File: config.mk
export PLATFORM = sky130hd
export DESIGN_NAME = regbank_host_port
export DESIGN_NICKNAME = d
export VERILOG_FILES = /design/src/rtl/rbp_pkg.sv /design/src/rtl/rbp_access_fsm.sv /design/src/rtl/rbp_addr_decode.sv /design/src/rtl/rbp_reg_file.sv /design/src/rtl/regbank_host_port.sv
export SDC_FILE = /design/constraint.sdc
export NUM_CORES = 1
export LEC_CHECK = 0
export BUFFER_PORTS_ARGS = -buffer_cell sky130_fd_sc_hd__buf_2
export CORE_ASPECT_RATIO = 1.75
export CORE_MARGIN = 4
export CORE_UTILIZATION = 50
export DETAILED_ROUTE_END_ITERATION = 6
export PLACE_DENSITY = 0.75
export SLEW_MARGIN = 30
export SYNTH_ARGS = -nofsm -noshare
export SYNTH_HDL_FRONTEND = slang
export SYNTH_SLANG_ARGS = --single-unit
File: constraint.sdc
create_clock -name clk -period 3.3 [get_ports clk]
set_input_delay 0.33 -clock clk [delete_from_list [all_inputs] [get_ports clk]]
set_output_delay 0.33 -clock clk [all_outputs]
set_load 0.01 [all_outputs]
File: src/rtl/rbp_pkg.sv
package rbp_pkg;

    // Control-location sequencing states
    typedef enum logic [1:0] {
        ST_HELD = 2'd0,
        ST_PTR  = 2'd1,
        ST_DATA = 2'd2
    } acc_state_t;

    // Read-only window of the modelled register file
    localparam int RO_LO  = 16;
    localparam int RO_HI  = 21;
    localparam int RO_VEC = 31;

    function automatic bit rb_is_readonly(input int idx);
        return ((idx >= RO_LO) && (idx <= RO_HI)) || (idx == RO_VEC);
    endfunction

endpackage

File: src/rtl/rbp_access_fsm.sv
module rbp_access_fsm
    import rbp_pkg::*;
#(
    parameter int DATA_W     = 8,
    parameter int PTR_W      = 6,
    parameter int RST_BIT    = 0,
    parameter int MASTER_IDX = 0
) (
    input  logic              clk,
    input  logic              rst_n,
    input  logic              ctrl_wr_i,
    input  logic              ctrl_rd_i,
    input  logic [DATA_W-1:0] wdata_i,
    input  logic              held_i,
    output acc_state_t        state_o,
    output logic [PTR_W-1:0]  ptr_o,
    output logic              data_we_o
);

    localparam logic [PTR_W-1:0] MASTER_PTR = PTR_W'(MASTER_IDX);

    acc_state_t       state_q, state_n;
    logic [PTR_W-1:0] ptr_q, ptr_n;
    logic             data_we;

    always_ff @(posedge clk or negedge rst_n) begin
        if (!rst_n) begin
            state_q <= ST_HELD;
            ptr_q   <= MASTER_PTR;
        end else begin
            state_q <= state_n;
            ptr_q   <= ptr_n;
        end
    end

    always_comb begin
        state_n = state_q;
        ptr_n   = ptr_q;
        data_we = 1'b0;
        unique case (state_q)
            ST_HELD: begin
                if (ctrl_wr_i && !wdata_i[RST_BIT]) begin
                    data_we = 1'b1;
                    state_n = ST_PTR;
                end
            end
            ST_PTR: begin
                if (ctrl_wr_i) begin
                    ptr_n   = wdata_i[PTR_W-1:0];
                    state_n = ST_DATA;
                end
            end
            ST_DATA: begin
                if (ctrl_wr_i) begin
                    data_we = 1'b1;
                    if ((ptr_q == MASTER_PTR) && wdata_i[RST_BIT]) begin
                        state_n = ST_HELD;
                        ptr_n   = MASTER_PTR;
                    end else begin
                        state_n = ST_PTR;
                    end
                end else if (ctrl_rd_i) begin
                    state_n = ST_PTR;
                end
            end
            default: begin
                state_n = ST_HELD;
                ptr_n   = MASTER_PTR;
            end
        endcase
    end

    assign state_o   = state_q;
    assign ptr_o     = ptr_q;
    assign data_we_o = data_we;


    held_flag_match_chk: assert property (@(posedge clk) disable iff (!rst_n)
        (state_q == ST_HELD) == held_i);


    ptr_load_chk: assert property (@(posedge clk) disable iff (!rst_n)
        (state_q == ST_PTR && ctrl_wr_i) |=>
        (state_q == ST_DATA && ptr_q == $past(wdata_i[PTR_W-1:0])));


    poll_hold_chk: assert property (@(posedge clk) disable iff (!rst_n)
        (state_q == ST_PTR && ctrl_rd_i && !ctrl_wr_i) |=>
        (state_q == ST_PTR && $stable(ptr_q)));

endmodule

File: src/rtl/rbp_addr_decode.sv
module rbp_addr_decode #(
    parameter int ADDR_W    = 2,
    parameter int PTR_W     = 6,
    parameter int PORT_BASE = 13
) (
    input  logic [ADDR_W-1:0] addr_i,
    input  logic              wr_i,
    input  logic              rd_i,
    input  logic              held_i,
    input  logic [PTR_W-1:0]  ptr_i,
    input  logic              fsm_we_i,
    output logic              ctrl_wr_o,
    output logic              ctrl_rd_o,
    output logic              file_we_o,
    output logic [PTR_W-1:0]  idx_o
);

    logic             is_ctrl;
    logic [PTR_W-1:0] direct_idx;

    always_comb begin
        is_ctrl    = (addr_i == '0);
        direct_idx = PTR_W'(PORT_BASE + int'(addr_i) - 1);
        ctrl_wr_o  = wr_i && is_ctrl;
        ctrl_rd_o  = rd_i && !wr_i && is_ctrl;
        file_we_o  = fsm_we_i || (wr_i && !is_ctrl && !held_i);
        idx_o      = is_ctrl ? ptr_i : direct_idx;
    end

endmodule

File: src/rtl/rbp_reg_file.sv
module rbp_reg_file
    import rbp_pkg::*;
#(
    parameter int DATA_W     = 8,
    parameter int NUM_REGS   = 64,
    parameter int PTR_W      = 6,
    parameter int RST_BIT    = 0,
    parameter int MASTER_IDX = 0
) (
    input  logic              clk,
    input  logic              rst_n,
    input  logic              we_i,
    input  logic [PTR_W-1:0]  idx_i,
    input  logic [DATA_W-1:0] wdata_i,
    output logic [DATA_W-1:0] rdata_o,
    output logic [DATA_W-1:0] master_o
);

    localparam logic [DATA_W-1:0] MASTER_RV = DATA_W'(1) << RST_BIT;
    localparam logic [DATA_W-1:0] RO_MARK   = DATA_W'(1) << (DATA_W - 1);

    logic [NUM_REGS*DATA_W-1:0] flat;
    logic                       enter_rst;

    assign enter_rst = we_i && (idx_i == PTR_W'(MASTER_IDX)) && wdata_i[RST_BIT];

    for (genvar i = 0; i < NUM_REGS; i++) begin : g_reg
        if (rb_is_readonly(i)) begin : g_ro
            assign flat[i*DATA_W +: DATA_W] = RO_MARK | DATA_W'(i);
        end else if (i == MASTER_IDX) begin : g_master
            logic [DATA_W-1:0] q;
            always_ff @(posedge clk or negedge rst_n) begin
                if (!rst_n)
                    q <= MASTER_RV;
                else if (we_i && idx_i == PTR_W'(i))
                    q <= wdata_i[RST_BIT] ? MASTER_RV : wdata_i;
            end
            assign flat[i*DATA_W +: DATA_W] = q;
        end else begin : g_rw
            logic [DATA_W-1:0] q;
            always_ff @(posedge clk or negedge rst_n) begin
                if (!rst_n)
                    q <= '0;
                else if (enter_rst)
                    q <= '0;
                else if (we_i && idx_i == PTR_W'(i))
                    q <= wdata_i;
            end
            assign flat[i*DATA_W +: DATA_W] = q;
        end
    end

    assign rdata_o  = flat[int'(idx_i)*DATA_W +: DATA_W];
    assign master_o = flat[MASTER_IDX*DATA_W +: DATA_W];


    soft_reset_clear_chk: assert property (@(posedge clk) disable iff (!rst_n)
        enter_rst |=> (master_o == MASTER_RV &&
                       flat[(MASTER_IDX+1)*DATA_W +: DATA_W] == '0));

endmodule

File: src/rtl/regbank_host_port.sv
module regbank_host_port
    import rbp_pkg::*;
#(
    parameter int DATA_W    = 8,
    parameter int NUM_REGS  = 64,
    parameter int ADDR_W    = 2,
    parameter int PORT_BASE = 13,
    parameter int RST_BIT   = 0,
    parameter int MIE_BIT   = 7
) (
    input  logic              clk,
    input  logic              rst_n,
    input  logic [ADDR_W-1:0] bus_addr,
    input  logic              bus_wr,
    input  logic              bus_rd,
    input  logic [DATA_W-1:0] bus_wdata,
    output logic [DATA_W-1:0] bus_rdata,
    output logic              mie_out,
    output logic              reset_held
);

    localparam int PTR_W      = $clog2(NUM_REGS);
    localparam int MASTER_IDX = 0;

    acc_state_t        state;
    logic [PTR_W-1:0]  ptr;
    logic              fsm_we, ctrl_wr, ctrl_rd, file_we, held;
    logic [PTR_W-1:0]  idx;
    logic [DATA_W-1:0] file_rdata, master;

    assign held = master[RST_BIT];

    rbp_access_fsm #(
        .DATA_W(DATA_W), .PTR_W(PTR_W), .RST_BIT(RST_BIT), .MASTER_IDX(MASTER_IDX)
    ) u_fsm (
        .clk(clk), .rst_n(rst_n), .ctrl_wr_i(ctrl_wr), .ctrl_rd_i(ctrl_rd),
        .wdata_i(bus_wdata), .held_i(held), .state_o(state), .ptr_o(ptr),
        .data_we_o(fsm_we)
    );

    rbp_addr_decode #(
        .ADDR_W(ADDR_W), .PTR_W(PTR_W), .PORT_BASE(PORT_BASE)
    ) u_dec (
        .addr_i(bus_addr), .wr_i(bus_wr), .rd_i(bus_rd),
        .held_i(state == ST_HELD), .ptr_i(ptr), .fsm_we_i(fsm_we),
        .ctrl_wr_o(ctrl_wr), .ctrl_rd_o(ctrl_rd), .file_we_o(file_we), .idx_o(idx)
    );

    rbp_reg_file #(
        .DATA_W(DATA_W), .NUM_REGS(NUM_REGS), .PTR_W(PTR_W),
        .RST_BIT(RST_BIT), .MASTER_IDX(MASTER_IDX)
    ) u_rf (
        .clk(clk), .rst_n(rst_n), .we_i(file_we), .idx_i(idx), .wdata_i(bus_wdata),
        .rdata_o(file_rdata), .master_o(master)
    );

    assign bus_rdata  = bus_rd ? file_rdata : '0;
    assign mie_out    = master[MIE_BIT];
    assign reset_held = held;


    direct_keeps_seq_chk: assert property (@(posedge clk) disable iff (!rst_n)
        ((bus_wr || bus_rd) && bus_addr != '0) |=> ($stable(ptr) && $stable(state)));

endmodule

==> qor.tcl <==
set qor(r2r_slack_ps) 340
set qor(avgSynthCellArea_um2) 9.31
set qor(yosysUniqueCellTypes) 67
set qor(synth.top_cell.area_share) 0.496
set qor(failed_checks) {design-rule violations, negative setup slack}
set qor(worst_ep_arrival_time_ps) 3160
set qor(final-max-slew-violation-count) 0
set qor(sequentialPowerShare) 0.403
set qor(total_number_of_vias) 21100
set qor(groute.usage.overall) 0.315
set qor(start_kind) {flop}
set qor(wl_per_cell_um) 24.7
set qor(switching_power_w) 0.00549
set qor(min_path_type) {primary input to flop}
set qor(syn_inst) 2509
set qor(finish.cell_count_without_fillers) 3243
set qor(period_needed_ps) 3490
set qor(total_leakage_power_nw) 12.6
set qor(most_area_consuming_cells_after_synthesis) {sky130_fd_sc_hd__dfrtp_1 (50%), sky130_fd_sc_hd__mux2i_1 (8.8%), sky130_fd_sc_hd__nand2_1 (6.5%)}
set qor(clkPwrFrac) 0.317
set qor(postLayoutSetupSlackWorst_ps) -189
set qor(placedCellCount) 3134
set qor(ir_drop_v) 0.000325
set qor(timing.critical_path.fanout_max) 16
set qor(synthMostInstantiatedCell) {sky130_fd_sc_hd__dfrtp_1}
set qor(worstSetupPathType) {flop to output port}
set qor(detail_routed_via_count_per_cell) 6.49
set qor(min_to) {u_fsm.state_o[1]}
set qor(multi_input_combinational_cell_area_um2) 11100
set qor(switching_power_share_of_the_total) 0.331
set qor(power_density_over_the_cells_nw_per_um2) 596
set qor(rr_worst_depth) 8
set qor(timing.critical_path.required_ps) 2970
set qor(unrepaired_setup_endpoints_after_global_routing) {true}
set qor(synth_enable_flop_cells) 0
set qor(post_synth_most_frequent_cells) {sky130_fd_sc_hd__dfrtp_1 (463), sky130_fd_sc_hd__nand2_1 (404), sky130_fd_sc_hd__a21oi_1 (292)}
set qor(overflow) 0
set qor(dominantRegCellSynth) {sky130_fd_sc_hd__dfrtp_1}
set qor(first_global_vias) 21300
set qor(setup_viol) 8
set qor(layout.filler_cells) 3681
set qor(ys.warnings.count) 0
set qor(hpwl_mm) 53.1
set qor(setup_total_negative_slack_ps) -1100
set qor(dieArea_um2) 50400
set qor(regArea_um2) 11600
set qor(weighted_congestion_reported_at_the_end_of_routability_driven_placement) 1.03
set qor(status) {finished with violations}
set qor(grt_start_max_net_pins) 102
set qor(power.share.combinational) 0.280
set qor(i_o_pin_count) 24
set qor(initial_utilization) 0.507
set qor(hold_violations) 0
set qor(design.core.area_um2) 46100
set qor(first_pass_grt_wire_length_mm) 124
set qor(worst_pin_slew_ps) 961
set qor(power_report.internal_total_w) 0.0111
set qor(cts-root-to-sink-buffers) 3
set qor(maxCapViolCount) 0
set qor(synth_seq_area_share) 0.497
set qor(synth.largest_area_cell) {sky130_fd_sc_hd__dfrtp_1}
set qor(drc) 5
set qor(cts.clk_slew.worst_paths_ps) 70
set qor(timing.hold.worst.start) {bus_wr}
set qor(synth.net_count) 2527
set qor(worst_r2r_endpoint) {u_rf.g_reg[53].g_rw.q[1]}
set qor(ctsHtreeMaxLevel) 2
set qor(worst_r2r_startpoint) {u_fsm.ptr_o[3]}
set qor(final_min_period_over_clock_period) 1.06
set qor(die_w_um) 171
set qor(timing_limited_maximum_frequency_mhz) 287
set qor(dr_pass1_iterations) 7
set qor(tritoncts_clock_tree) {built}
set qor(clock_insertion_delay_worst_skew_ps) 580
set qor(synthToLayoutAreaGrowth_pct) 19.2
set qor(endpoint_kind) {output port}
set qor(num-nets-final) 2647
set qor(die-height_um) 294
set qor(finalClockSkew_ps) 18.7
set qor(number_of_buffer_cells_added_on_primary_ports) 23
set qor(drive_above_1_share) 0.198
set qor(clk_root_buffer_cell) {sky130_fd_sc_hd__clkbuf_16}
set qor(rows) 104
set qor(ys_ff_latch) 464
set qor(syn-cell-area_um2) 23300
set qor(dr.first_iter.drc_count) 2901
set qor(ant_nets) 0
set qor(wirelength_mm) 80.1
set qor(grt_antenna_before_repair) 0
set qor(async_reset_ff_frac) 1.00
set qor(worst_slew_margin_rel) 0.359
set qor(worst_hold_depth) 3
set qor(cts_inserted_buffers) 42
set qor(antenna_cells) 0
set qor(clock_sinks) 464
-- placed cells by master, fill, tap and decap left out, types with 17 or more instances in the layout --
master / count
sky130_fd_sc_hd__dfrtp_1: 460
sky130_fd_sc_hd__nand2_1: 396
sky130_fd_sc_hd__a21oi_1: 282
sky130_fd_sc_hd__nor2_1: 258
sky130_fd_sc_hd__mux2i_1: 205
sky130_fd_sc_hd__buf_4: 200
sky130_fd_sc_hd__o21ai_0: 198
sky130_fd_sc_hd__nand3_1: 135
sky130_fd_sc_hd__buf_12: 47
sky130_fd_sc_hd__mux4_2: 42
sky130_fd_sc_hd__clkbuf_16: 42
sky130_fd_sc_hd__nor3_1: 25
sky130_fd_sc_hd__buf_6: 24
sky130_fd_sc_hd__a211oi_1: 21
sky130_fd_sc_hd__buf_2: 19
sky130_fd_sc_hd__o22ai_1: 18
sky130_fd_sc_hd__o221ai_1: 17
-- power groups by stage --
stage                     Sequential (W)  Clock [W]  Combinational, W
final                            0.00668    0.00526           0.00465
after global routing             0.00672    0.00552           0.00490
after CTS                        0.00665    0.00529           0.00445
after detailed placement         0.00675          0           0.00408
after global placement           0.00672          0           0.00401
after floorplan                  0.00659          0           0.00237
-- per-layer routing --
| metal | GRT usage | routed length [um] | up-vias |
|---|---|---|---|
| li1 | - | - | 9033 |
| met1 | 0.387 | 28700 | 10500 |
| met2 | 0.522 | 39400 | 1226 |
| met3 | 0.0464 | 6330 | 326 |
| met4 | 0.190 | 5720 | 0 |
| met5 | 0 | 0 | - |
-- worst max-delay path: stages, from the launching register on --
cell and delay [ps]:
sky130_fd_sc_hd__dfrtp_2 470, sky130_fd_sc_hd__buf_12 140, sky130_fd_sc_hd__mux2i_4 70, sky130_fd_sc_hd__buf_12 150, sky130_fd_sc_hd__buf_4 140, sky130_fd_sc_hd__buf_12 150
sky130_fd_sc_hd__nand2_2 170, sky130_fd_sc_hd__a2bb2oi_1 230, sky130_fd_sc_hd__o211ai_1 130, sky130_fd_sc_hd__a221oi_2 350, sky130_fd_sc_hd__buf_4 180, sky130_fd_sc_hd__and4_1 230
sky130_fd_sc_hd__buf_2 140
-- logic make-up (layout without fill, tap and decap cells) --
group / count (synthesis) / in the layout / synth area share
multiplexers: 257 / 258 / 0.133
AND/OR/NAND/NOR: 914 / 914 / 0.168
flip-flops: 464 / 464 / 0.497
AO/OA/AOI/OAI: 636 / 636 / 0.154
buffers and inverters: 233 / 383 / 0.0451
XOR/XNOR: 1 / 1 / 0.000697
adder cells (fa/ha/maj): 4 / 4 / 0.00214
-- state kept, by name, indices dropped and copies added (netlist names) --
signal         count
u_fsm.state_o      2
u_rf.master_o      8
u_rf.g.g_rw.q    448
u_fsm.ptr_o        6
-- metrics by stage --
| step | setup WS (ps) | total power [W] | instance area (um2) | utilization | hold slack [ps] |
|---|---|---|---|---|---|
| global route | -220 | 0.0171 | 27800 | 0.604 | 118 |
| CTS | -201 | 0.0164 | 27600 | 0.598 | 84.8 |
| global placement | -361 | 0.0107 | 25500 | 0.554 | 469 |
| floorplan | 484 | 0.00896 | 23300 | - | 34.4 |
| detailed placement | -393 | 0.0108 | 25500 | 0.554 | 479 |
| finish | -189 | 0.0166 | 27800 | 0.604 | 106 |
-- worst max-delay path by stage --
stage	startpoint	endpoint	slack (ps)	cells past startpoint
2_1_floorplan	bus_addr[0]	bus_rdata[2]	480	11
3_3_place_gp	bus_addr[0]	bus_rdata[7]	-360	13
3_5_place_dp	bus_addr[0]	bus_rdata[7]	-390	13
4_1_cts	u_fsm.ptr_o[0]	bus_rdata[1]	-200	10
5_1_grt	u_fsm.ptr_o[0]	bus_rdata[0]	-220	10
6_report	u_fsm.ptr_o[0]	bus_rdata[7]	-190	12
-- final cells by class --
cell class,instances,area share
Clock buffer,50,0.0406
Clock inverter,25,0.0113
Inverter,15,0.00202
Multi-Input combinational cell,1813,0.400
Sequential cell,464,0.417
Tap cell,583,0.0262
Timing Repair Buffer,293,0.103
-- timing repair --
item	in CTS	in global routing
setup endpoints to repair	8	8
buffers inserted	27	8
endpoints found under the hold margin	89	0
cloned	1	0
hold buffers	1	0
pin swaps	25	21
resized for setup	74	40
(Power assumes the default switching activity.)
